`config.mk`:
```
export PLATFORM = sky130hd
export DESIGN_NAME = intr_redirector
export DESIGN_NICKNAME = d
export VERILOG_FILES = /design/src/rtl/intr_redir_pkg.sv /design/src/rtl/intr_redir_regs.sv /design/src/rtl/intr_redir_req.sv /design/src/rtl/intr_redir_scan.sv /design/src/rtl/intr_redirector.sv
export SDC_FILE = /design/constraint.sdc
export NUM_CORES = 2
export LEC_CHECK = 0
export BUFFER_PORTS_ARGS = -buffer_cell sky130_fd_sc_hd__buf_2
export CELL_PAD_IN_SITES_DETAIL_PLACEMENT = 1
export CELL_PAD_IN_SITES_GLOBAL_PLACEMENT = 2
export CORE_ASPECT_RATIO = 0.5
export CORE_MARGIN = 10
export CORE_UTILIZATION = 51
export DETAILED_ROUTE_END_ITERATION = 10
export PLACE_DENSITY = 0.84
export SYNTH_ARGS = -nofsm -noshare
export SYNTH_HDL_FRONTEND = slang
export SYNTH_SLANG_ARGS = --single-unit
```
`constraint.sdc`:
```
create_clock -name clk -period 8.25 [get_ports clk]
set_input_delay 0.4125 -clock clk [delete_from_list [all_inputs] [get_ports clk]]
set_output_delay 0.4125 -clock clk [all_outputs]
set_load 0.02 [all_outputs]
```
`src/rtl/intr_redir_pkg.sv`:
```
package intr_redir_pkg;

  localparam int ENTRY_W = 64;
  localparam int WORD_W  = 32;

  localparam int VEC_LSB   = 0;
  localparam int DLV_LSB   = 8;
  localparam int DMODE_BIT = 11;
  localparam int POL_BIT   = 13;
  localparam int TRIG_BIT  = 15;
  localparam int MASK_BIT  = 16;
  localparam int DEST_LSB  = 56;

  localparam logic [7:0] VERSION_CODE = 8'h11;
  localparam logic [7:0] SEL_ID       = 8'h00;
  localparam logic [7:0] SEL_VER      = 8'h01;
  localparam logic [7:0] SEL_TABLE    = 8'h10;
  localparam logic [7:0] OFF_SELECT   = 8'h00;
  localparam logic [7:0] OFF_WINDOW   = 8'h10;

  typedef struct packed {
    logic [7:0] dest;
    logic       dest_logical;
    logic [2:0] dlv_mode;
    logic [7:0] vector;
    logic       polarity;
    logic       level;
  } redir_msg_t;

  function automatic redir_msg_t entry_to_msg(input logic [ENTRY_W-1:0] e);
    redir_msg_t m;
    m.dest         = e[DEST_LSB +: 8];
    m.dest_logical = e[DMODE_BIT];
    m.dlv_mode     = e[DLV_LSB +: 3];
    m.vector       = e[VEC_LSB +: 8];
    m.polarity     = e[POL_BIT];
    m.level        = e[TRIG_BIT];
    return m;
  endfunction

  function automatic logic entry_masked(input logic [ENTRY_W-1:0] e);
    return e[MASK_BIT];
  endfunction

  function automatic logic entry_level(input logic [ENTRY_W-1:0] e);
    return e[TRIG_BIT];
  endfunction

  function automatic logic [ENTRY_W-1:0] entry_reset_value();
    return ENTRY_W'(1) << MASK_BIT;
  endfunction

  function automatic logic [WORD_W-1:0] version_word(input int pins);
    return {8'h00, 8'(pins - 1), 8'h00, VERSION_CODE};
  endfunction

  // Next request state of one pin from trigger kind, sampled level,
  // sampled rising transition, service clear and current state.
  function automatic logic next_request(input logic lvl, input logic sampled,
                                        input logic rose, input logic clr,
                                        input logic cur);
    if (lvl)       return sampled;
    else if (rose) return 1'b1;
    else if (clr)  return 1'b0;
    else           return cur;
  endfunction

endpackage

```
`src/rtl/intr_redir_regs.sv`:
```
module intr_redir_regs
  import intr_redir_pkg::*;
#(
  parameter int NUM_PINS = 24,
  parameter int ADDR_W   = 8,
  localparam int PIN_W   = $clog2(NUM_PINS)
) (
  input  logic               clk,
  input  logic               rst_n,
  input  logic               cfg_en,
  input  logic               cfg_we,
  input  logic [ADDR_W-1:0]  cfg_addr,
  input  logic [WORD_W-1:0]  cfg_wdata,
  output logic [WORD_W-1:0]  cfg_rdata,
  output logic [ENTRY_W-1:0] entry_q [NUM_PINS],
  output logic [NUM_PINS-1:0] mask_vec,
  output logic [NUM_PINS-1:0] level_vec,
  output logic               table_wr
);

  localparam int TABLE_END = int'(SEL_TABLE) + 2 * NUM_PINS;

  logic [7:0]       sel_q;
  logic [7:0]       id_q;
  logic             at_select, at_window;
  logic             wr_select, wr_window;
  logic             tbl_hit, tbl_hi;
  logic [7:0]       tbl_off;
  logic [PIN_W-1:0] tbl_pin;

  assign at_select = (cfg_addr == ADDR_W'(OFF_SELECT));
  assign at_window = (cfg_addr == ADDR_W'(OFF_WINDOW));
  assign wr_select = cfg_en && cfg_we && at_select;
  assign wr_window = cfg_en && cfg_we && at_window;

  assign tbl_off = sel_q - SEL_TABLE;
  assign tbl_hit = (sel_q >= SEL_TABLE) && (int'(sel_q) < TABLE_END);
  assign tbl_pin = PIN_W'(tbl_off >> 1);
  assign tbl_hi  = tbl_off[0];
  assign table_wr = wr_window && tbl_hit;

  always_ff @(posedge clk or negedge rst_n) begin
    if (!rst_n) begin
      sel_q <= '0;
      id_q  <= '0;
    end else begin
      if (wr_select) sel_q <= cfg_wdata[7:0];
      if (wr_window && sel_q == SEL_ID) id_q <= cfg_wdata[31:24];
    end
  end

  for (genvar p = 0; p < NUM_PINS; p++) begin : g_entry
    always_ff @(posedge clk or negedge rst_n) begin
      if (!rst_n) begin
        entry_q[p] <= entry_reset_value();
      end else if (table_wr && tbl_pin == PIN_W'(p)) begin
        if (tbl_hi) entry_q[p][63:32] <= cfg_wdata;
        else        entry_q[p][31:0]  <= cfg_wdata;
      end
    end
    assign mask_vec[p]  = entry_masked(entry_q[p]);
    assign level_vec[p] = entry_level(entry_q[p]);
  end

  always_comb begin
    cfg_rdata = '0;
    if (at_select) begin
      cfg_rdata = {24'h0, sel_q};
    end else if (at_window) begin
      if (sel_q == SEL_ID)       cfg_rdata = {id_q, 24'h0};
      else if (sel_q == SEL_VER) cfg_rdata = version_word(NUM_PINS);
      else if (tbl_hit)          cfg_rdata = tbl_hi ? entry_q[tbl_pin][63:32]
                                                    : entry_q[tbl_pin][31:0];
    end
  end

endmodule

```
`src/rtl/intr_redir_req.sv`:
```
module intr_redir_req
  import intr_redir_pkg::*;
#(
  parameter int NUM_PINS = 24
) (
  input  logic                clk,
  input  logic                rst_n,
  input  logic [NUM_PINS-1:0] pin_in,
  input  logic [NUM_PINS-1:0] level_vec,
  input  logic [NUM_PINS-1:0] clr_vec,
  output logic [NUM_PINS-1:0] req_vec,
  output logic                pin_event
);

  logic [NUM_PINS-1:0] pin_s, pin_d, rose;

  always_ff @(posedge clk or negedge rst_n) begin
    if (!rst_n) begin
      pin_s <= '0;
      pin_d <= '0;
    end else begin
      pin_s <= pin_in;
      pin_d <= pin_s;
    end
  end

  assign rose      = pin_s & ~pin_d;
  assign pin_event = |rose;

  for (genvar p = 0; p < NUM_PINS; p++) begin : g_req
    always_ff @(posedge clk or negedge rst_n) begin
      if (!rst_n) req_vec[p] <= 1'b0;
      else        req_vec[p] <= next_request(level_vec[p], pin_s[p], rose[p],
                                             clr_vec[p], req_vec[p]);
    end
  end

endmodule

```
`src/rtl/intr_redir_scan.sv`:
```
module intr_redir_scan
  import intr_redir_pkg::*;
#(
  parameter int NUM_PINS = 24,
  localparam int PIN_W   = $clog2(NUM_PINS)
) (
  input  logic                clk,
  input  logic                rst_n,
  input  logic                trigger,
  input  logic [NUM_PINS-1:0] req_vec,
  input  logic [NUM_PINS-1:0] mask_vec,
  input  logic [NUM_PINS-1:0] level_vec,
  input  logic [ENTRY_W-1:0]  entry_q [NUM_PINS],
  output logic                msg_valid,
  input  logic                msg_ready,
  output redir_msg_t          msg_q,
  output logic [NUM_PINS-1:0] clr_vec,
  output logic                scan_active,
  output logic [PIN_W-1:0]    scan_idx,
  output logic                scan_wrap,
  output logic                cap_fire
);

  logic rerun_q, advance, last_pin, eligible;

  assign last_pin = (scan_idx == PIN_W'(NUM_PINS - 1));
  assign advance  = scan_active && (!msg_valid || msg_ready);
  assign eligible = req_vec[scan_idx] && !mask_vec[scan_idx];
  assign cap_fire = advance && eligible;
  assign scan_wrap = advance && last_pin;

  always_comb begin
    clr_vec = '0;
    if (cap_fire && !level_vec[scan_idx]) clr_vec[scan_idx] = 1'b1;
  end

  always_ff @(posedge clk or negedge rst_n) begin
    if (!rst_n) begin
      msg_valid   <= 1'b0;
      msg_q       <= '0;
      scan_idx    <= '0;
      scan_active <= 1'b0;
      rerun_q     <= 1'b0;
    end else begin
      if (msg_valid && msg_ready) msg_valid <= 1'b0;
      if (cap_fire) begin
        msg_valid <= 1'b1;
        msg_q     <= entry_to_msg(entry_q[scan_idx]);
      end
      if (advance) scan_idx <= last_pin ? '0 : scan_idx + 1'b1;
      if (!scan_active) begin
        if (trigger) scan_active <= 1'b1;
      end else if (scan_wrap) begin
        if (rerun_q || trigger) rerun_q <= 1'b0;
        else                    scan_active <= 1'b0;
      end else if (trigger) begin
        rerun_q <= 1'b1;
      end
    end
  end

endmodule

```
`src/rtl/intr_redirector.sv`:
```
module intr_redirector
  import intr_redir_pkg::*;
#(
  parameter int NUM_PINS = 24,
  parameter int ADDR_W   = 8,
  localparam int PIN_W   = $clog2(NUM_PINS)
) (
  input  logic                clk,
  input  logic                rst_n,
  input  logic [NUM_PINS-1:0] pin_in,
  input  logic                cfg_en,
  input  logic                cfg_we,
  input  logic [ADDR_W-1:0]   cfg_addr,
  input  logic [31:0]         cfg_wdata,
  output logic [31:0]         cfg_rdata,
  output logic                msg_valid,
  input  logic                msg_ready,
  output logic [7:0]          msg_dest,
  output logic                msg_dest_logical,
  output logic [2:0]          msg_dlv_mode,
  output logic [7:0]          msg_vector,
  output logic                msg_polarity,
  output logic                msg_level
);

  logic [ENTRY_W-1:0]  entry_q [NUM_PINS];
  logic [NUM_PINS-1:0] mask_vec, level_vec, req_vec, clr_vec;
  logic                table_wr, pin_event, scan_trigger;
  logic                scan_active, scan_wrap, cap_fire;
  logic [PIN_W-1:0]    scan_idx;
  redir_msg_t          msg_q;

  intr_redir_regs #(.NUM_PINS(NUM_PINS), .ADDR_W(ADDR_W)) regs_i (
    .clk(clk), .rst_n(rst_n), .cfg_en(cfg_en), .cfg_we(cfg_we),
    .cfg_addr(cfg_addr), .cfg_wdata(cfg_wdata), .cfg_rdata(cfg_rdata),
    .entry_q(entry_q), .mask_vec(mask_vec), .level_vec(level_vec),
    .table_wr(table_wr)
  );

  intr_redir_req #(.NUM_PINS(NUM_PINS)) req_i (
    .clk(clk), .rst_n(rst_n), .pin_in(pin_in), .level_vec(level_vec),
    .clr_vec(clr_vec), .req_vec(req_vec), .pin_event(pin_event)
  );

  assign scan_trigger = pin_event || table_wr;

  intr_redir_scan #(.NUM_PINS(NUM_PINS)) scan_i (
    .clk(clk), .rst_n(rst_n), .trigger(scan_trigger), .req_vec(req_vec),
    .mask_vec(mask_vec), .level_vec(level_vec), .entry_q(entry_q),
    .msg_valid(msg_valid), .msg_ready(msg_ready), .msg_q(msg_q),
    .clr_vec(clr_vec), .scan_active(scan_active), .scan_idx(scan_idx),
    .scan_wrap(scan_wrap), .cap_fire(cap_fire)
  );

  assign msg_dest         = msg_q.dest;
  assign msg_dest_logical = msg_q.dest_logical;
  assign msg_dlv_mode     = msg_q.dlv_mode;
  assign msg_vector       = msg_q.vector;
  assign msg_polarity     = msg_q.polarity;
  assign msg_level        = msg_q.level;

endmodule

```
Yosys cells after proc, flatten, opt, wreduce, memory -nomap -nowiden
Index checks and enable logic that the tools add are counted.
{"block": "word_totals", "ff_bits": 1654, "latchBits": 0, "ramBits": 0, "mem_bits_ro": 0, "out_inout_bits": 55, "wordCells": 351, "mem_count": 0}
{"block": "classes", "add_sub_neg": 2, "multipliers": 0, "n_div": 0, "n_lt_le_gt_ge": 6, "n_eq_ne": 27, "n_shift": 0, "muxes": 103, "bitwise": 5, "n_reduce_logical": 122}
{"op": "$bmux W64 S5", "n": 2}
{"op": "$mux W64", "n": 4}
{"op": "$mux W32", "n": 6}
{"op": "$reduce_and A2 Y1", "n": 48}
{"op": "$mux W1", "n": 85}
{"op": "$reduce_bool A3 Y1", "n": 24}
{"op": "$eq A5 B5 Y1 const B", "n": 9}
{"op": "$eq A5 B4 Y1 const B", "n": 8}
{"op": "$logic_and A1 B1 Y1", "n": 37}
{"op": "$and A24 B24 Y24", "n": 1}
{"op": "$mux W24", "n": 1}
{"op": "$not A24 Y24", "n": 1}
{"op": "$reduce_or A24 Y1", "n": 1}
{"op": "$eq A5 B3 Y1 const B", "n": 4}
{"op": "$logic_not A8 Y1", "n": 2}
{"op": "$bmux W1 S5", "n": 3}
{"op": "$ge A6 B6 Y1 const B", "n": 2}
{"op": "$not A5 Y6", "n": 2}
{"op": "$eq A5 B2 Y1 const B", "n": 2}
{"op": "$eq A8 B1 Y1 const B", "n": 1}
{"op": "$eq A8 B5 Y1 const B", "n": 1}
{"op": "$ge A8 B5 Y1 const B", "n": 1}
{"op": "$lt A8 B7 Y1 const B", "n": 1}
{"op": "$lt A5 B6 Y1 const B", "n": 1}
{"op": "other kinds (13)", "n": 18}

Longest topological paths before layout
{"block": "logic_depth", "word_depth": 11, "depth_mapped": 10}

Modules after synthesis
Synthesis repeated with hierarchy kept, for this count alone.
{"block": "unflattened", "hier_cells": 5111, "area_unflattened_um2": 79536.3}
{"mod": "intr_redir_regs", "instances": 1, "cells_per_inst": 4464, "area_each_um2": 71109.4}
{"mod": "intr_redir_scan", "instances": 1, "cells_per_inst": 438, "area_each_um2": 5979.5}
{"mod": "intr_redir_req", "instances": 1, "cells_per_inst": 208, "area_each_um2": 2441.1}
{"mod": "intr_redirector", "instances": 1, "cells_per_inst": 1, "area_each_um2": 6.3}

Worst setup path after synthesis
Ideal clock, no wire load.
{"block": "synth_timing", "kind": "reg2out", "from": "reg regs_i.sel_q[4]", "to": "out cfg_rdata[24]", "arrival_time_ns": 2.703, "required_time_ns": 7.837, "slack_ns": 5.134, "stages_incl_launch_ff": 11, "path_buffers": 3, "path_cell_list": "dfrtp_1 buf_2 clkinv_1 ha_1 inv_1 clkbuf_1 nand2_1 nor2_1 clkbuf_1 a22oi_1 o2111ai_1"}
{"block": "synth_via", "elab_chain_len": 11, "word_cells_on_any_way": 16, "cone_classes": "1 x add/sub; 2 x order compare; 1 x eq/ne; 9 x mux; 1 x bitwise; 2 x reduce/logical"}
{"item": "start, declared", "line_no": "intr_redir_regs.sv:23", "source": "logic [7:0] sel_q;"}
{"item": "start signal, assigned", "line_no": "intr_redir_regs.sv:47", "source": "if (wr_select) sel_q <= cfg_wdata[7:0];"}
{"item": "$sub A6 B5 Y6", "line_no": "intr_redir_regs.sv:36", "source": "assign tbl_off = sel_q - SEL_TABLE;"}
{"item": "$not A5 Y6 (implied by the code)", "line_no": "intr_redir_regs.sv:72, intr_redir_regs.sv:73"}
{"item": "$bmux W64 S5", "line_no": "intr_redir_regs.sv:72, intr_redir_regs.sv:73"}
{"item": "$mux W64 (implied by the code) (2 in series)", "line_no": "intr_redir_regs.sv:72", "source": "else if (tbl_hit) cfg_rdata = tbl_hi ? entry_q[tbl_pin][63:32]"}
{"item": "$mux W32 (2 in series)", "line_no": "intr_redir_regs.sv:72"}
{"item": "$mux W32", "line_no": "intr_redir_regs.sv:71", "source": "else if (sel_q == SEL_VER) cfg_rdata = version_word(NUM_PINS);"}
{"item": "$mux W32 *", "line_no": "intr_redir_regs.sv:70", "source": "if (sel_q == SEL_ID) cfg_rdata = {id_q, 24'h0};"}
{"item": "$mux W32 *", "line_no": "intr_redir_regs.sv:69", "source": "end else if (at_window) begin"}
{"item": "$mux W32 *", "line_no": "intr_redir_regs.sv:67", "source": "if (at_select) begin"}
{"item": "end, declared", "line_no": "intr_redirector.sv:15", "source": "output logic [31:0] cfg_rdata,"}
Mark *: on every way between the ends. The rest lies on a longest branch, timed or not. The select of a mux whose other input is x is not followed.

Worst setup path after layout
{"block": "layout_timing", "from": "reg regs_i.sel_q[4]", "to": "out cfg_rdata[22]"}
Same word-level chain as after synthesis.

==> metrics.md <==
| Metric | Value |
|---|---|
| Final #Nets | 5038 |
| Main flop type after synthesis | dfrtp_1 |
| Congestion Overflow GR | 0 |
| Seq/Total Area, Yosys | 52.2% |
| P per Cell Area | 205 nW/um^2 |
| # setup viols final | 0 |
| Peak VDD IR | 0.217 mV |
| Final Total Pwr | 0.0178 W |
| LEAKAGE | 40.5 nW |
| Num CTS Buffers | 152 |
| Vias after detailed routing | 47500 |
| Core area | 155000 um^2 |
| Post-CTS Setup Bufs | 0 |
| Skew-Pair Late Insertion Delay | 0.80 ns |
| Synth Area per Inst | 15.7 um^2 |
| Hold crit path type | input port to register |
| Sum Neg Setup Slack | 0 ns |
| Max Freq | 167 MHz |
| Die W | 578 um |
| Unrepaired setup endpoints after global routing | false |
| CP required | 7.84 ns |
| First-pass GRT wire length | 365000 um |
| Port Buf Inserts | 123 |
| WL final | 245000 um |
| DRC Markers | 0 |
| CP Launch Type | register |
| Area of the multi-input gates | 35700 um^2 |
| Mapped Nets | 5138 |
| WHS Path Cells | 3 |
| Initial Util | 51.3% |
| Largest net degree at the start of global routing | 183 |
| Cell count after synthesis | 5063 |
| Area of the die | 173000 um^2 |
| Vias in the first global route | 52600 |
| Commonest cells post-synth | 1630 x dfrtp_1, 1503 x mux2_2, 569 x mux4_2 |
| GRT Util Overall | 28.3% |
| CP Class | register to output port |
| Layout area overhead | 9.22% |
| Synthesis warning total | 0 |
| Arr. time, crit path | 5.59 ns |
| Max-Cap Viols | 0 |
| TritonRoute pass-1 iters | 5 |
| Worst-path fanout max | 31 |
| Most area-hungry cell type in the Yosys netlist | dfrtp_1 |
| Drt via density | 6.63 |
| #FFs+latches synth | 1654 |
| Row cnt | 102 |
| I/O pin total | 124 |
| CTS tree | built |
| Layout fillers | 14000 |
| Final antenna-violating net count | 0 |
| RePlAce Congestion | 0.835 |
| Share of cells above drive strength 1 | 51.9% |
| Reg-to-reg endpoint | regs_i.entry_q[975] |
| Clock sink count | 1654 |
| Post-synth cell types | 69 |
| Post-synth EDFFs | 0 |
| Die Height | 299 um |
| Initial DRC count | 4348 |
| R2R setup slack | 2.86 ns |
| Final HPWL DP | 143000 um |
| Dominant cells by area after synthesis | dfrtp_1 51%, mux2_2 21%, mux4_2 16%, buf_2 1.1%, mux2_1 1.1% |
| Most common cell in the netlist | dfrtp_1 |
| Worst Tran Pin Value | 1.29 ns |
| Status | completed |
| Clock root buffer | clkbuf_16 |
| Max-slew violation count | 0 |
| Fin. Hold Viols | 0 |
| Clock-pin slew on the worst setup and hold paths | 0.06 ns |
| Clock buffer depth | 3 |
| Reg area | 41400 um^2 |
| Worst-case clock skew | 0.0299 ns |
| Synthesized area | 79400 um^2 |
| Synth top area share | 51.4% |
| Initial antenna violation count | 10 |
| Final min period | 6.01 ns |
| Hold Startpoint | msg_ready |
| Final period util | 72.8% |
| Reg-to-Reg Start | regs_i.sel_q[4] |
| Register-to-Register Path Depth | 7 |
| Hold EP | scan_i.msg_valid |
| Htree depth | 4 |
| Slew margin rel. | 13.0% |
| Crit. End Element | output port |
| Post-synthesis async set-or-reset flop share | 100% |
| WL/cell | 34.1 um |
cell usage in the layout, fill, tap and decap left out, types with 7 or more instances in the layout:
cell | Yosys | routed
nor2b_1 | 39 | 39
clkbuf_1 | 234 | 36
nand3_4 | 19 | 19
a22oi_1 | 78 | 78
buf_2 | 182 | 122
mux2_1 | 80 | 80
nand3_1 | 42 | 41
nor4_4 | 7 | 8
nand4_1 | 8 | 8
nor2_4 | 0 | 19
clkinv_2 | 0 | 25
mux2i_1 | 54 | 54
a21boi_0 | 9 | 9
o2111ai_1 | 23 | 23
dfrtp_1 | 1630 | 1624
a41oi_1 | 10 | 10
nand2b_1 | 29 | 28
mux4_2 | 569 | 569
nand2_1 | 179 | 179
buf_4 | 13 | 89
mux2_2 | 1503 | 1503
clkbuf_16 | 0 | 155
dfstp_2 | 24 | 24
inv_6 | 0 | 7
buf_12 | 0 | 12
a221oi_1 | 7 | 7
clkbuf_8 | 0 | 34
a211oi_1 | 9 | 9
o21ai_0 | 18 | 18
inv_1 | 27 | 26
dlygate4sd3_1 | 0 | 25
a21oi_1 | 43 | 43
nor2_1 | 41 | 22
bufinv_16 | 0 | 10
a2111oi_0 | 10 | 10
metal layers:
metal	vias to the layer above	routed length, um	global-route usage [%]
met3	486	16900	5.81
met2	1623	115000	44.3
met1	26500	105000	39.8
li1	18900	-	-
met5	-	40	0
met4	6	7990	9.05
area by class of cell:
type / instances / area share, %
inverter: 28 / 0.130
tap: 2080 / 3.00
timing repair buffer: 248 / 2.04
clock inverter: 48 / 0.648
clock buffer: 225 / 5.17
antenna: 3 / 0.00866
sequential: 1654 / 47.8
multi-input combinational: 2879 / 41.2
worst max-delay path, stage by stage, from the launching register on:
cell and delay (ns):
dfrtp_4 0.92, clkinv_1 0.62, ha_1 0.64, inv_1 0.61
nand2_1 0.33, or2_2 0.53, buf_4 0.32, o2111ai_1 0.51
buf_2 0.27
sequential cells by signal, summed over array words and instances (netlist names):
name / cells
scan_i.rerun_q: 1
regs_i.sel_q: 8
req_i.pin_s: 24
regs_i.id_q: 8
scan_i.msg_valid: 1
req_i.pin_d: 24
scan_i.scan_active: 1
scan_i.scan_idx: 5
req_i.req_vec: 24
regs_i.entry_q: 1536
scan_i.msg_q: 22
per-stage QoR:
step	hold slack (ns)	util [%]	instance area, um^2	std cells	setup WS (ns)
after detailed placement	0.385	52.6	81400	6864	2.99
after global routing	0.155	56.1	86700	7164	2.15
after CTS	0.108	56.1	86700	7162	2.30
final	0.147	56.1	86700	7165	2.24
after global placement	0.382	52.6	81400	6864	3.16
after floorplan	0.117	-	79400	5063	5.13
report_power, final:
group	internal [W]	switching (W)
Clock	0.00409	0.00325
Combinational	0.000610	0.00145
Sequential	0.00818	0.000180
Total	0.0129	0.00488
how the worst max path moves through the flow:
stage,to,slack [ns],startpoint,depth (start not counted)
final,cfg_rdata[22],2.24,regs_i.sel_q[4],8
after global routing,cfg_rdata[22],2.15,regs_i.sel_q[4],8
after CTS,cfg_rdata[22],2.30,regs_i.sel_q[4],8
after detailed placement,regs_i.entry_q[975],2.99,regs_i.sel_q[4],7
after global placement,regs_i.entry_q[962],3.16,regs_i.sel_q[4],7
after floorplan,cfg_rdata[24],5.13,regs_i.sel_q[4],10
repair_timing:
item | 4_1_cts | 5_1_grt
hold buffers | 25 | 0
resized for setup | 0 | 0
hold endpoints to repair | 128 | 0
cells by family after synthesis:
kind of cell | Yosys count | share of synthesized area (%)
flip-flops | 1654 | 52.2
AND/OR/NAND/NOR | 414 | 3.02
buffers and inverters | 530 | 3.08
adder cells (fa/ha/maj) | 6 | 0.0946
XOR/XNOR | 3 | 0.0331
multiplexers | 2206 | 39.3
AO/OA/AOI/OAI | 250 | 2.32
Note: power is estimated with default switching activity, not from simulation.
